<file path="config.mk">
export PLATFORM = sky130hd
export DESIGN_NAME = txn_line_buffer
export DESIGN_NICKNAME = d
export VERILOG_FILES = /design/src/rtl/txb_pkg.sv /design/src/rtl/txb_match.sv /design/src/rtl/txb_alloc.sv /design/src/rtl/txb_flags.sv /design/src/rtl/txn_line_buffer.sv
export SDC_FILE = /design/constraint.sdc
export NUM_CORES = 1
export LEC_CHECK = 0
export BUFFER_PORTS_ARGS = -buffer_cell sky130_fd_sc_hd__buf_2
export CAP_MARGIN = 10
export CORE_UTILIZATION = 47
export DETAILED_ROUTE_END_ITERATION = 12
export PLACE_DENSITY = 0.72
export SLEW_MARGIN = 5
export SYNTH_ARGS = -nofsm -noshare
export SYNTH_HDL_FRONTEND = slang
export SYNTH_SLANG_ARGS = --single-unit
</file>
<file path="constraint.sdc">
create_clock -name clk -period 3.4 [get_ports clk]
set_clock_uncertainty 0.2 [all_clocks]
set_input_delay 0.34 -clock clk [delete_from_list [all_inputs] [get_ports clk]]
set_output_delay 0.34 -clock clk [all_outputs]
set_load 0.02 [all_outputs]
</file>
<file path="src/rtl/txb_pkg.sv">
package txb_pkg;

    typedef enum logic [2:0] {
        OP_LD       = 3'd0,
        OP_LDX      = 3'd1,
        OP_ST       = 3'd2,
        OP_COMMIT   = 3'd3,
        OP_ABORT    = 3'd4,
        OP_VALIDATE = 3'd5
    } txb_op_e;

    typedef enum logic [0:0] {
        ST_RUN   = 1'b0,
        ST_DRAIN = 1'b1
    } txb_state_e;

    typedef struct packed {
        logic vld;
        logic dirty;
        logic excl;
    } txb_meta_t;

    // Poison word: odd bit positions set, even positions clear.
    function automatic logic [63:0] txb_poison();
        logic [63:0] w;
        w = '0;
        for (int i = 0; i < 32; i++) begin
            w[2*i+1] = 1'b1;
        end
        return w;
    endfunction

    // A remote request must be refused when it would break isolation.
    function automatic logic txb_conflicts(input logic want_excl, input txb_meta_t m);
        return m.vld && (want_excl || m.dirty || m.excl);
    endfunction

endpackage

</file>
<file path="src/rtl/txb_match.sv">
module txb_match #(
    parameter int ENTRIES = 4,
    parameter int ADDR_W  = 8,
    parameter int IDX_W   = 2
) (
    input  logic              clk,
    input  logic              rst,
    input  logic [ADDR_W-1:0] tags [ENTRIES],
    input  logic [ENTRIES-1:0] live,
    input  logic [ADDR_W-1:0] addr,
    output logic              hit,
    output logic [IDX_W-1:0]  idx
);
    logic [ENTRIES-1:0] eq;

    for (genvar g = 0; g < ENTRIES; g++) begin : g_cmp
        assign eq[g] = live[g] && (tags[g] == addr);
    end

    always_comb begin
        hit = |eq;
        idx = '0;
        for (int i = 0; i < ENTRIES; i++) begin
            if (eq[i]) idx = IDX_W'(i);
        end
    end

    // the allocator never places one address in two slots
    a_r3_single_match: assert property (@(posedge clk) disable iff (rst) $onehot0(eq));

endmodule

</file>
<file path="src/rtl/txb_alloc.sv">
module txb_alloc #(
    parameter int ENTRIES = 4,
    parameter int IDX_W   = 2
) (
    input  logic [ENTRIES-1:0] used,
    output logic               any_free,
    output logic [IDX_W-1:0]   pick
);
    always_comb begin
        any_free = ~&used;
        pick     = '0;
        for (int i = ENTRIES - 1; i >= 0; i--) begin
            if (!used[i]) pick = IDX_W'(i);
        end
    end
endmodule

</file>
<file path="src/rtl/txb_flags.sv">
module txb_flags (
    input  logic clk,
    input  logic rst,
    input  logic start,
    input  logic kill,
    input  logic ovf_set,
    input  logic clr,
    output logic active,
    output logic valid,
    output logic ovf
);
    always_ff @(posedge clk) begin
        if (rst || clr) begin
            active <= 1'b0;
            valid  <= 1'b0;
            ovf    <= 1'b0;
        end else begin
            if (start) active <= 1'b1;
            valid <= (valid || (start && !active)) && !kill && !ovf_set;
            if (ovf_set) ovf <= 1'b1;
        end
    end

    a_r12_valid_needs_active: assert property (@(posedge clk) disable iff (rst) valid |-> active);
    a_r10_ovf_kills_valid:    assert property (@(posedge clk) disable iff (rst) ovf |-> !valid);

endmodule

</file>
<file path="src/rtl/txn_line_buffer.sv">
module txn_line_buffer
    import txb_pkg::*;
#(
    parameter int ENTRIES = 4,
    parameter int ADDR_W  = 8,
    parameter int DATA_W  = 16
) (
    input  logic              clk,
    input  logic              rst,
    input  logic              op_valid,
    input  logic [2:0]        op_code,
    input  logic [ADDR_W-1:0] op_addr,
    input  logic [DATA_W-1:0] op_wdata,
    output logic              op_ready,
    output logic              rsp_valid,
    output logic              rsp_ok,
    output logic [DATA_W-1:0] rsp_data,
    output logic [ADDR_W-1:0] mem_raddr,
    input  logic [DATA_W-1:0] mem_rdata,
    input  logic              mem_nack,
    input  logic              snp_valid,
    input  logic              snp_excl,
    input  logic [ADDR_W-1:0] snp_addr,
    output logic              snp_rsp_valid,
    output logic              snp_nack,
    output logic              wb_valid,
    output logic [ADDR_W-1:0] wb_addr,
    output logic [DATA_W-1:0] wb_data,
    output logic              overflow
);
    localparam int IDX_W = (ENTRIES > 1) ? $clog2(ENTRIES) : 1;
    localparam logic [DATA_W-1:0] POISON = DATA_W'(txb_poison());

    txb_op_e     op;
    txb_state_e  state;
    logic [IDX_W-1:0]  wb_idx;
    txb_meta_t   meta      [ENTRIES];
    logic [ADDR_W-1:0] line_tag  [ENTRIES];
    logic [DATA_W-1:0] line_data [ENTRIES];
    logic [ENTRIES-1:0] used;

    logic c_hit, s_hit, free_any;
    logic [IDX_W-1:0] c_idx, s_idx, free_idx;
    logic flag_active, flag_valid;

    logic op_go, is_ld, is_st, acc, live_txn, want_new;
    logic ovf_evt, fill_refused, do_alloc, do_hit;
    logic commit_ok, discard, drain_last, wipe, s_conf;
    logic nxt_ok;
    logic [DATA_W-1:0] nxt_data;

    assign op = txb_op_e'(op_code);

    for (genvar g = 0; g < ENTRIES; g++) begin : g_used
        assign used[g] = meta[g].vld;
    end

    txb_match #(.ENTRIES(ENTRIES), .ADDR_W(ADDR_W), .IDX_W(IDX_W)) u_core_match (
        .clk(clk), .rst(rst), .tags(line_tag), .live(used),
        .addr(op_addr), .hit(c_hit), .idx(c_idx)
    );

    txb_match #(.ENTRIES(ENTRIES), .ADDR_W(ADDR_W), .IDX_W(IDX_W)) u_snoop_match (
        .clk(clk), .rst(rst), .tags(line_tag), .live(used),
        .addr(snp_addr), .hit(s_hit), .idx(s_idx)
    );

    txb_alloc #(.ENTRIES(ENTRIES), .IDX_W(IDX_W)) u_alloc (
        .used(used), .any_free(free_any), .pick(free_idx)
    );

    txb_flags u_flags (
        .clk(clk), .rst(rst), .start(acc), .kill(fill_refused),
        .ovf_set(ovf_evt), .clr(wipe),
        .active(flag_active), .valid(flag_valid), .ovf(overflow)
    );

    // Operation decode and allocation decisions
    always_comb begin
        op_go        = op_valid && op_ready;
        is_ld        = op_go && (op == OP_LD || op == OP_LDX);
        is_st        = op_go && (op == OP_ST);
        acc          = is_ld || is_st;
        live_txn     = flag_valid || !flag_active;
        want_new     = acc && live_txn && !c_hit;
        ovf_evt      = want_new && !free_any;
        fill_refused = want_new && free_any && is_ld && mem_nack;
        do_alloc     = want_new && free_any && !fill_refused;
        do_hit       = acc && live_txn && c_hit;
        commit_ok    = op_go && (op == OP_COMMIT) && flag_valid;
        discard      = op_go && ((op == OP_ABORT) || ((op == OP_COMMIT) && !flag_valid));
        drain_last   = (state == ST_DRAIN) && (wb_idx == IDX_W'(ENTRIES - 1));
        wipe         = discard || drain_last;
        s_conf       = s_hit && txb_conflicts(snp_excl, meta[s_idx]);
    end

    // Response contents
    always_comb begin
        nxt_ok   = 1'b0;
        nxt_data = '0;
        case (op)
            OP_LD, OP_LDX: begin
                nxt_ok   = do_hit || do_alloc;
                nxt_data = do_hit ? line_data[c_idx] : (do_alloc ? mem_rdata : POISON);
            end
            OP_ST:       nxt_ok = do_hit || do_alloc;
            OP_COMMIT:   nxt_ok = flag_valid;
            OP_ABORT:    nxt_ok = 1'b1;
            OP_VALIDATE: nxt_ok = flag_valid;
            default:     nxt_ok = 1'b0;
        endcase
    end

    assign op_ready  = (state == ST_RUN);
    assign mem_raddr = op_addr;
    assign wb_valid  = (state == ST_DRAIN) && meta[wb_idx].dirty;
    assign wb_addr   = line_tag[wb_idx];
    assign wb_data   = line_data[wb_idx];

    // Control state and per-line metadata
    always_ff @(posedge clk) begin
        if (rst) begin
            for (int i = 0; i < ENTRIES; i++) meta[i] <= '0;
            state  <= ST_RUN;
            wb_idx <= '0;
        end else begin
            if (commit_ok) begin
                state  <= ST_DRAIN;
                wb_idx <= '0;
            end else if (state == ST_DRAIN) begin
                wb_idx <= wb_idx + 1'b1;
                if (drain_last) state <= ST_RUN;
            end
            if (wipe) begin
                for (int i = 0; i < ENTRIES; i++) meta[i] <= '0;
            end else if (do_alloc) begin
                meta[free_idx] <= '{vld: 1'b1, dirty: is_st, excl: (op == OP_LDX)};
            end else if (do_hit) begin
                if (is_st) meta[c_idx].dirty <= 1'b1;
                if (op == OP_LDX) meta[c_idx].excl <= 1'b1;
            end
        end
    end

    // Tag and data storage
    always_ff @(posedge clk) begin
        if (do_alloc) begin
            line_tag[free_idx]  <= op_addr;
            line_data[free_idx] <= is_st ? op_wdata : mem_rdata;
        end else if (do_hit && is_st) begin
            line_data[c_idx] <= op_wdata;
        end
    end

    // Registered responses
    always_ff @(posedge clk) begin
        if (rst) begin
            rsp_valid     <= 1'b0;
            rsp_ok        <= 1'b0;
            rsp_data      <= '0;
            snp_rsp_valid <= 1'b0;
            snp_nack      <= 1'b0;
        end else begin
            rsp_valid     <= op_go;
            rsp_ok        <= nxt_ok;
            rsp_data      <= nxt_data;
            snp_rsp_valid <= snp_valid;
            snp_nack      <= snp_valid && s_conf;
        end
    end

    a_r2_rsp_follows_op:  assert property (@(posedge clk) disable iff (rst) (op_valid && op_ready) |=> rsp_valid);
    a_r2_no_stray_rsp:    assert property (@(posedge clk) disable iff (rst) !(op_valid && op_ready) |=> !rsp_valid);
    a_r5_wb_while_busy:   assert property (@(posedge clk) disable iff (rst) wb_valid |-> !op_ready);
    a_r5_commit_drains:   assert property (@(posedge clk) disable iff (rst) commit_ok |=> !op_ready);
    a_r7_validate_stable: assert property (@(posedge clk) disable iff (rst)
        (op_go && op == OP_VALIDATE) |=> ($stable(flag_valid) && $stable(flag_active)));
    a_r8_snoop_reply:     assert property (@(posedge clk) disable iff (rst) snp_valid |=> snp_rsp_valid);
    a_r8_nack_qualified:  assert property (@(posedge clk) disable iff (rst) snp_nack |-> snp_rsp_valid);

endmodule

</file>
-- After elaboration in Yosys (flattened, before gate mapping)
Memories as Yosys holds them, arrays and structs flattened. A register that Yosys moved wholly into a read port is not among the register bits.
Index checks and enable logic that the tools add are counted.
- register bits after elaboration: 58
- bits in writable memories: 76
- output and inout bits: 55
- logic and storage cells: 168
- memories: 2
- $add $sub $neg: 1
- magnitude comparators: 3
- equality and inequality tests: 14
- multiplexer cells: 65
- bitwise operators: 8
- reduce and logical (&&, ||, !) cells: 61
- memories (memory ; words ; width ; read ports ; clocked after Yosys merged registers in ; write ports ; line ; source):
    line_data ; 4 ; 16 ; 2 ; 1 ; 1 ; txn_line_buffer.sv:39 ; logic [DATA_W-1:0] line_data [ENTRIES];
    meta ; 4 ; 3 ; 6 ; 1 ; 4 ; txn_line_buffer.sv:37 ; txb_meta_t meta [ENTRIES];
- operator list (cell ; count):
    8-bit == test ; 8
    16-bit two-way mux ; 4
    1-bit logical AND ; 33
    32-bit bitwise mux ; 1
    1-bit two-way mux ; 32
    2-bit two-way mux ; 15
    8-bit two-way mux ; 3
    3-bit two-way mux ; 7
    8-bit binary-select mux with 2-bit select ; 1
    8-bit demux with 2-bit select ; 1
    16-bit OR reduction ; 1
    1-bit logical OR ; 10
    3-bit OR reduction ; 3
    2-bit OR reduction ; 4
    4-bit OR reduction ; 2
    3-bit by 2-bit == test with 1-bit output (second input constant) ; 2
    3-bit == test (second input constant) ; 2
    3-bit greater-or-equal comparator (second input constant) ; 2
    1-bit zero test ; 6
    2-bit inverter with 3-bit output ; 2
    1-bit bitwise OR ; 4
    4-bit AND reduction ; 1
    3-bit by 1-bit == test with 1-bit output (second input constant) ; 1
    3-bit zero test ; 1
    5 further kinds ; 6

-- Longest topological paths before layout
- word-level depth: 18
- gate-level depth with buffers: 10
- depth with buffers taken out: 7

-- By module
A second synthesis with hierarchy kept.
- cell total of the unflattened synthesis: 486
- area, all modules: 6899.1 um^2
- by module, submodules not included (module ; times used ; cells each ; area each (um^2)):
    txn_line_buffer ; 1 ; 371 ; 5980.7
    txb_match ; 2 ; 50 ; 392.9
    txb_flags ; 1 ; 10 ; 103.8
    txb_alloc ; 1 ; 5 ; 28.8

-- Least setup slack after synthesis
OpenSTA, ideal clock, no wires.
- path type: input to register
- start point: input port op_addr[2]
- end point: memory line_data[1][0] (enable)
- data arrival time: 2.327 ns
- required time: 2.812 ns
- path slack: 0.485 ns
- cell stages on the path: 9
- cell sequence: buf_2 > xnor2_1 > nand3_1 > nor3_4 > buf_6 > buf_6 > a21oi_1 > o21a_1 > nor2_1
- longest elaborated chain between the ends: 14
- elaborated cells on any way between the ends: 29
- those cells by class: eq/ne: 4; mux: 10; reduce/logical: 15
- ends and longest elaborated chain (what ; line ; source):
    start: declaration ; txn_line_buffer.sv:12 ; input logic [ADDR_W-1:0] op_addr,
    8-bit == test ; txb_match.sv:17 ; assign eq[g] = live[g] && (tags[g] == addr);
    1-bit logical AND ; txb_match.sv:17 ;
    4-bit OR reduction ; txb_match.sv:21 ; hit = |eq;
    1-bit zero test ; txn_line_buffer.sv:85 ; want_new = acc && live_txn && !c_hit;
    1-bit logical AND ; txn_line_buffer.sv:85 ;
    1-bit logical AND ; txn_line_buffer.sv:87, txn_line_buffer.sv:88 ;
    1-bit logical AND (2 in a row) ; txn_line_buffer.sv:87 ; fill_refused = want_new && free_any && is_ld && mem_nack;
    1-bit zero test ; txn_line_buffer.sv:88 ; do_alloc = want_new && free_any && !fill_refused;
    1-bit logical AND ; txn_line_buffer.sv:88 ;
    1-bit two-way mux ; txn_line_buffer.sv:147 ; if (do_alloc) begin
    1-bit two-way mux (not written as such) ; txn_line_buffer.sv:151 ; line_data[c_idx] <= op_wdata;
    16-bit OR reduction (no source line) ; n/a ;
    2-bit two-way mux (no source line) or 1-bit two-way mux (tied branches) ; n/a ;
    end: declaration ; txn_line_buffer.sv:39 ;
Several ways; a longest one is shown, not always the timed one.

-- Final worst setup path
- start point: register state
- end point: memory line_data[1][11] (enable)
- longest elaborated chain between the ends: 15
- elaborated cells on any way between the ends: 22
- those cells by class: mux: 7; bitwise: 1; reduce/logical: 14
- ends and longest elaborated chain (what ; line ; source):
    start: declaration ; txn_line_buffer.sv:35 ; txb_state_e state;
    start signal: assignment ; txn_line_buffer.sv:124 ; state <= ST_RUN;
    start signal: assignment ; txn_line_buffer.sv:128 ; state <= ST_DRAIN;
    start signal: assignment ; txn_line_buffer.sv:132 ; if (drain_last) state <= ST_RUN;
    1-bit inverter * ; txn_line_buffer.sv:114 ; assign op_ready = (state == ST_RUN);
    1-bit logical AND * ; txn_line_buffer.sv:80 ; op_go = op_valid && op_ready;
    1-bit logical AND, on equally long branches ; txn_line_buffer.sv:81, txn_line_buffer.sv:82 ;
    1-bit logical OR ; txn_line_buffer.sv:83 ; acc = is_ld || is_st;
    1-bit logical AND ; txn_line_buffer.sv:85, txn_line_buffer.sv:89 ;
    1-bit logical AND ; txn_line_buffer.sv:85 ;
    1-bit logical AND ; txn_line_buffer.sv:87, txn_line_buffer.sv:88 ;
    1-bit logical AND (2 in a row) ; txn_line_buffer.sv:87 ;
    1-bit zero test ; txn_line_buffer.sv:88 ;
    1-bit logical AND ; txn_line_buffer.sv:88 ;
    1-bit two-way mux ; txn_line_buffer.sv:147 ;
    1-bit two-way mux (not written as such) ; txn_line_buffer.sv:151 ;
    16-bit OR reduction (no source line) ; n/a ;
    2-bit two-way mux (no source line) or 1-bit two-way mux (tied branches) ; n/a ;
Mark *: on every way between the ends. The rest lies on a longest branch, timed or not.

==> run metrics <==
Avg Inst Size Synth 12.1 um^2; wire per inst 19.8 um; sequential element share of the synthesized area 0.538; CTS tree done; number of global-route vias before repair approximately 5,300; Die Footprint 15,500 um^2; CP max FO 16; R2R depth 7; Switching Share 0.251; DRC 0; count leader, synth edfxtp_1; worst hold path cell count 2; count of cell types in the netlist 62; area leader, netlist edfxtp_1; clock latency on the worst-skew pair ~430 ps; via count roughly 5,200; status completed; Worst Max-Slew Pin Slew 716 ps; multi-input logic area 2960 um^2; Initial DRC Count 415; Reg-to-Reg End line_data[1][11]$_DFFE_PP_; WL final ~18 mm; unrepaired setup endpoints after global routing no; top cell type's share of synthesized area 0.459; post-route ant nets 0; Placed Instances between 800 and 900; vias per cell ~5.8; initial antenna violation count 0; number of synthesized register bits 136; Routability Congestion 0.884; n_diodes 0; Leak Pwr about 3.0 nW; hpwl dp 12.3 mm; Synth Warn # 0; I/O pin count 112; R2R Setup Slk 440 ps; FP Rows 44; synth cell count leaders 108 x edfxtp_1, 74 x nand2_1, 42 x xnor2_1; ys async rst share 0; final-report hold violation count 0; Min-Delay Startpoint rst; initial core utilization 0.485; Flop pwr share 0.464; Pre-antenna DRT Iters 7; part of the power in combinational logic 0.084; # port buffers 111; P_int ~3 mW; area taken by flip-flops and latches 3800 um^2; Synth Instances 586; CTS max path bufs 2; max-slew violation count 0; Synth area leaders edfxtp_1 46%, mux4_2 8.0%, dfxtp_1 7.9%; Worst Path Arrival 2870 ps; All-Layer GR Usage 0.238; Cell Count, Final, Fillers Out 895; crit share post-route 0.871; fmax 0.338 GHz; Net Switching 1.01 mW; fillcell total 1,194; R2R Path Start state$_SDFF_PP0_; Hold Path End state$_SDFF_PP0_; Max-slew headroom 0.522; Post-Syn Area approximately 7100 um^2; Post-synth EDFFs 108; Hold Crit Class in -> reg; largest net degree at the start of global routing 33; CORE AREA 14,600 um^2; CTS resizes 0; Clock Sinks 136; CTS Root Cell clkbuf_16; Final min period 2960 ps; most used flip-flop cell after synthesis edfxtp_1; first-pass GRT wire length 28.3 mm; die height 125 um; syn_nets roughly 640; # Max-Cap Violations 0; CP Class reg -> reg; Synth-to-Final Area Change 18.8%; Crit. End Element register; Power Density 478 nW/um^2; global route total overflow 0; H-tree levels 4; Clock Power Share 0.451; die width around 120 um; clock slew at reported path FFs 60 ps; setup TNS 0 ps; Req. time, crit path approximately 3300 ps; Max IR drop VDD 0.000363 V; share of cells above drive strength 1 0.298; final setup vio count 0; clock buffer count from CTS 17; fin nets ~760; Worst setup SP type register
-- worst max-delay path, cell delays in order (launching register included) --
cell       delay (ps)
dfxtp_1           400
nand2b_1          340
or3_1             660
nor2_4            240
a21boi_2          270
a2bb2oi_1         120
nor2_1            120
buf_4             290
-- routing by layer --
metal  vias up  global-route usage  share of wire
li1       2387                   -              -
met1      2534               0.308           0.43
met2       254               0.387           0.49
met3        37              0.0584          0.070
met4         0              0.0907          0.018
met5         -                   0              0
-- cell type report --
type                            instances  share of cell area
Clock inverter                         15              0.0188
Timing Repair Buffer                  141              0.0960
Multi-Input combinational cell        398               0.353
Clock buffer                           17              0.0506
Inverter                                4             0.00179
Tap cell                              184              0.0274
Sequential cell                       136               0.453
-- registers in the layout (all words and copies together) (netlist names), 2 cells and up, named ones only --
signal,flops
wb_idx,2
rsp_data,16
meta,12
line_data,64
line_tag,32
-- worst max-delay path by stage --
stage,to,cells past startpoint,start,slack (ps)
2_1_floorplan,line_data[1][0]$_DFFE_PP_,9,op_addr[2],490
3_3_place_gp,line_data[2][11]$_DFFE_PP_,6,state$_SDFF_PP0_,600
3_5_place_dp,line_data[0][8]$_DFFE_PP_,7,state$_SDFF_PP0_,470
4_1_cts,line_data[1][11]$_DFFE_PP_,7,state$_SDFF_PP0_,450
5_1_grt,line_data[0][7]$_DFFE_PP_,8,state$_SDFF_PP0_,280
6_report,line_data[1][11]$_DFFE_PP_,7,state$_SDFF_PP0_,440
-- metrics by stage --
step                      utilization  area (um^2)  hold WS [ps]  setup WS [ps]  power [mW]
after floorplan                     -         7070           239            485        2.11
after global placement          0.529         7720           267            604        2.22
after detailed placement        0.529         7720           273            469        2.23
after CTS                       0.575         8390          23.0            454        4.04
after global routing            0.576         8400          42.1            281        4.14
final                           0.576         8400          37.8            440        4.02
-- repair_timing --
| item | CTS | global route |
|---|---|---|
| hold endpoints to repair | 9 | 0 |
| hold buffers | 9 | 0 |
| setup buffers | 0 | 0 |
-- kinds of logic (layout without fill, tap and decap cells) --
| logic type | count (synthesis) | count (layout) | synth area share |
|---|---|---|---|
| buf+inv | 52 | 177 | 0.0453 |
| mux | 42 | 42 | 0.104 |
| xor+xnor | 66 | 66 | 0.0817 |
| simple gates | 181 | 181 | 0.126 |
| flops | 136 | 136 | 0.538 |
| compound gates | 107 | 107 | 0.103 |
| fa+ha+maj | 2 | 2 | 0.00318 |
-- power by group through the flow --
| stage | registers, mW | clock network (mW) | logic (mW) |
|---|---|---|---|
| floorplan | 1.90 | 0 | 0.213 |
| global placement | 1.90 | 0 | 0.323 |
| detailed placement | 1.90 | 0 | 0.328 |
| CTS | 1.86 | 1.84 | 0.339 |
| global route | 1.87 | 1.90 | 0.370 |
| finish | 1.86 | 1.81 | 0.339 |
-- cell usage in the layout, fill, tap and decap left out, types with 2 or more instances in the layout --
| master | instances |
|---|---|
| nand4_1 | 13 |
| a21boi_1 | 8 |
| nor4_1 | 5 |
| clkinvlp_4 | 3 |
| xor2_1 | 24 |
| or3_4 | 2 |
| inv_8 | 5 |
| edfxtp_1 | 108 |
| xnor2_1 | 42 |
| inv_1 | 4 |
| o21a_1 | 3 |
| o211ai_1 | 8 |
| nand2b_1 | 3 |
| nor2b_1 | 4 |
| a21oi_1 | 22 |
| mux4_2 | 25 |
| a2bb2oi_1 | 2 |
| nor2_1 | 33 |
| inv_6 | 4 |
| buf_4 | 20 |
| nor2_2 | 3 |
| nor3_2 | 5 |
| o21ai_0 | 15 |
| clkbuf_16 | 17 |
| or3_1 | 4 |
| nor3_1 | 14 |
| nor3_4 | 2 |
| nand3_1 | 4 |
| o32ai_1 | 2 |
| and2_1 | 10 |
| nand2_1 | 74 |
| dfxtp_1 | 28 |
| a211oi_1 | 8 |
| o31ai_1 | 3 |
| dlygate4sd3_1 | 9 |
| mux2i_1 | 17 |
| buf_2 | 111 |
| o21ai_1 | 17 |
Power figures use the tool's default switching activity.
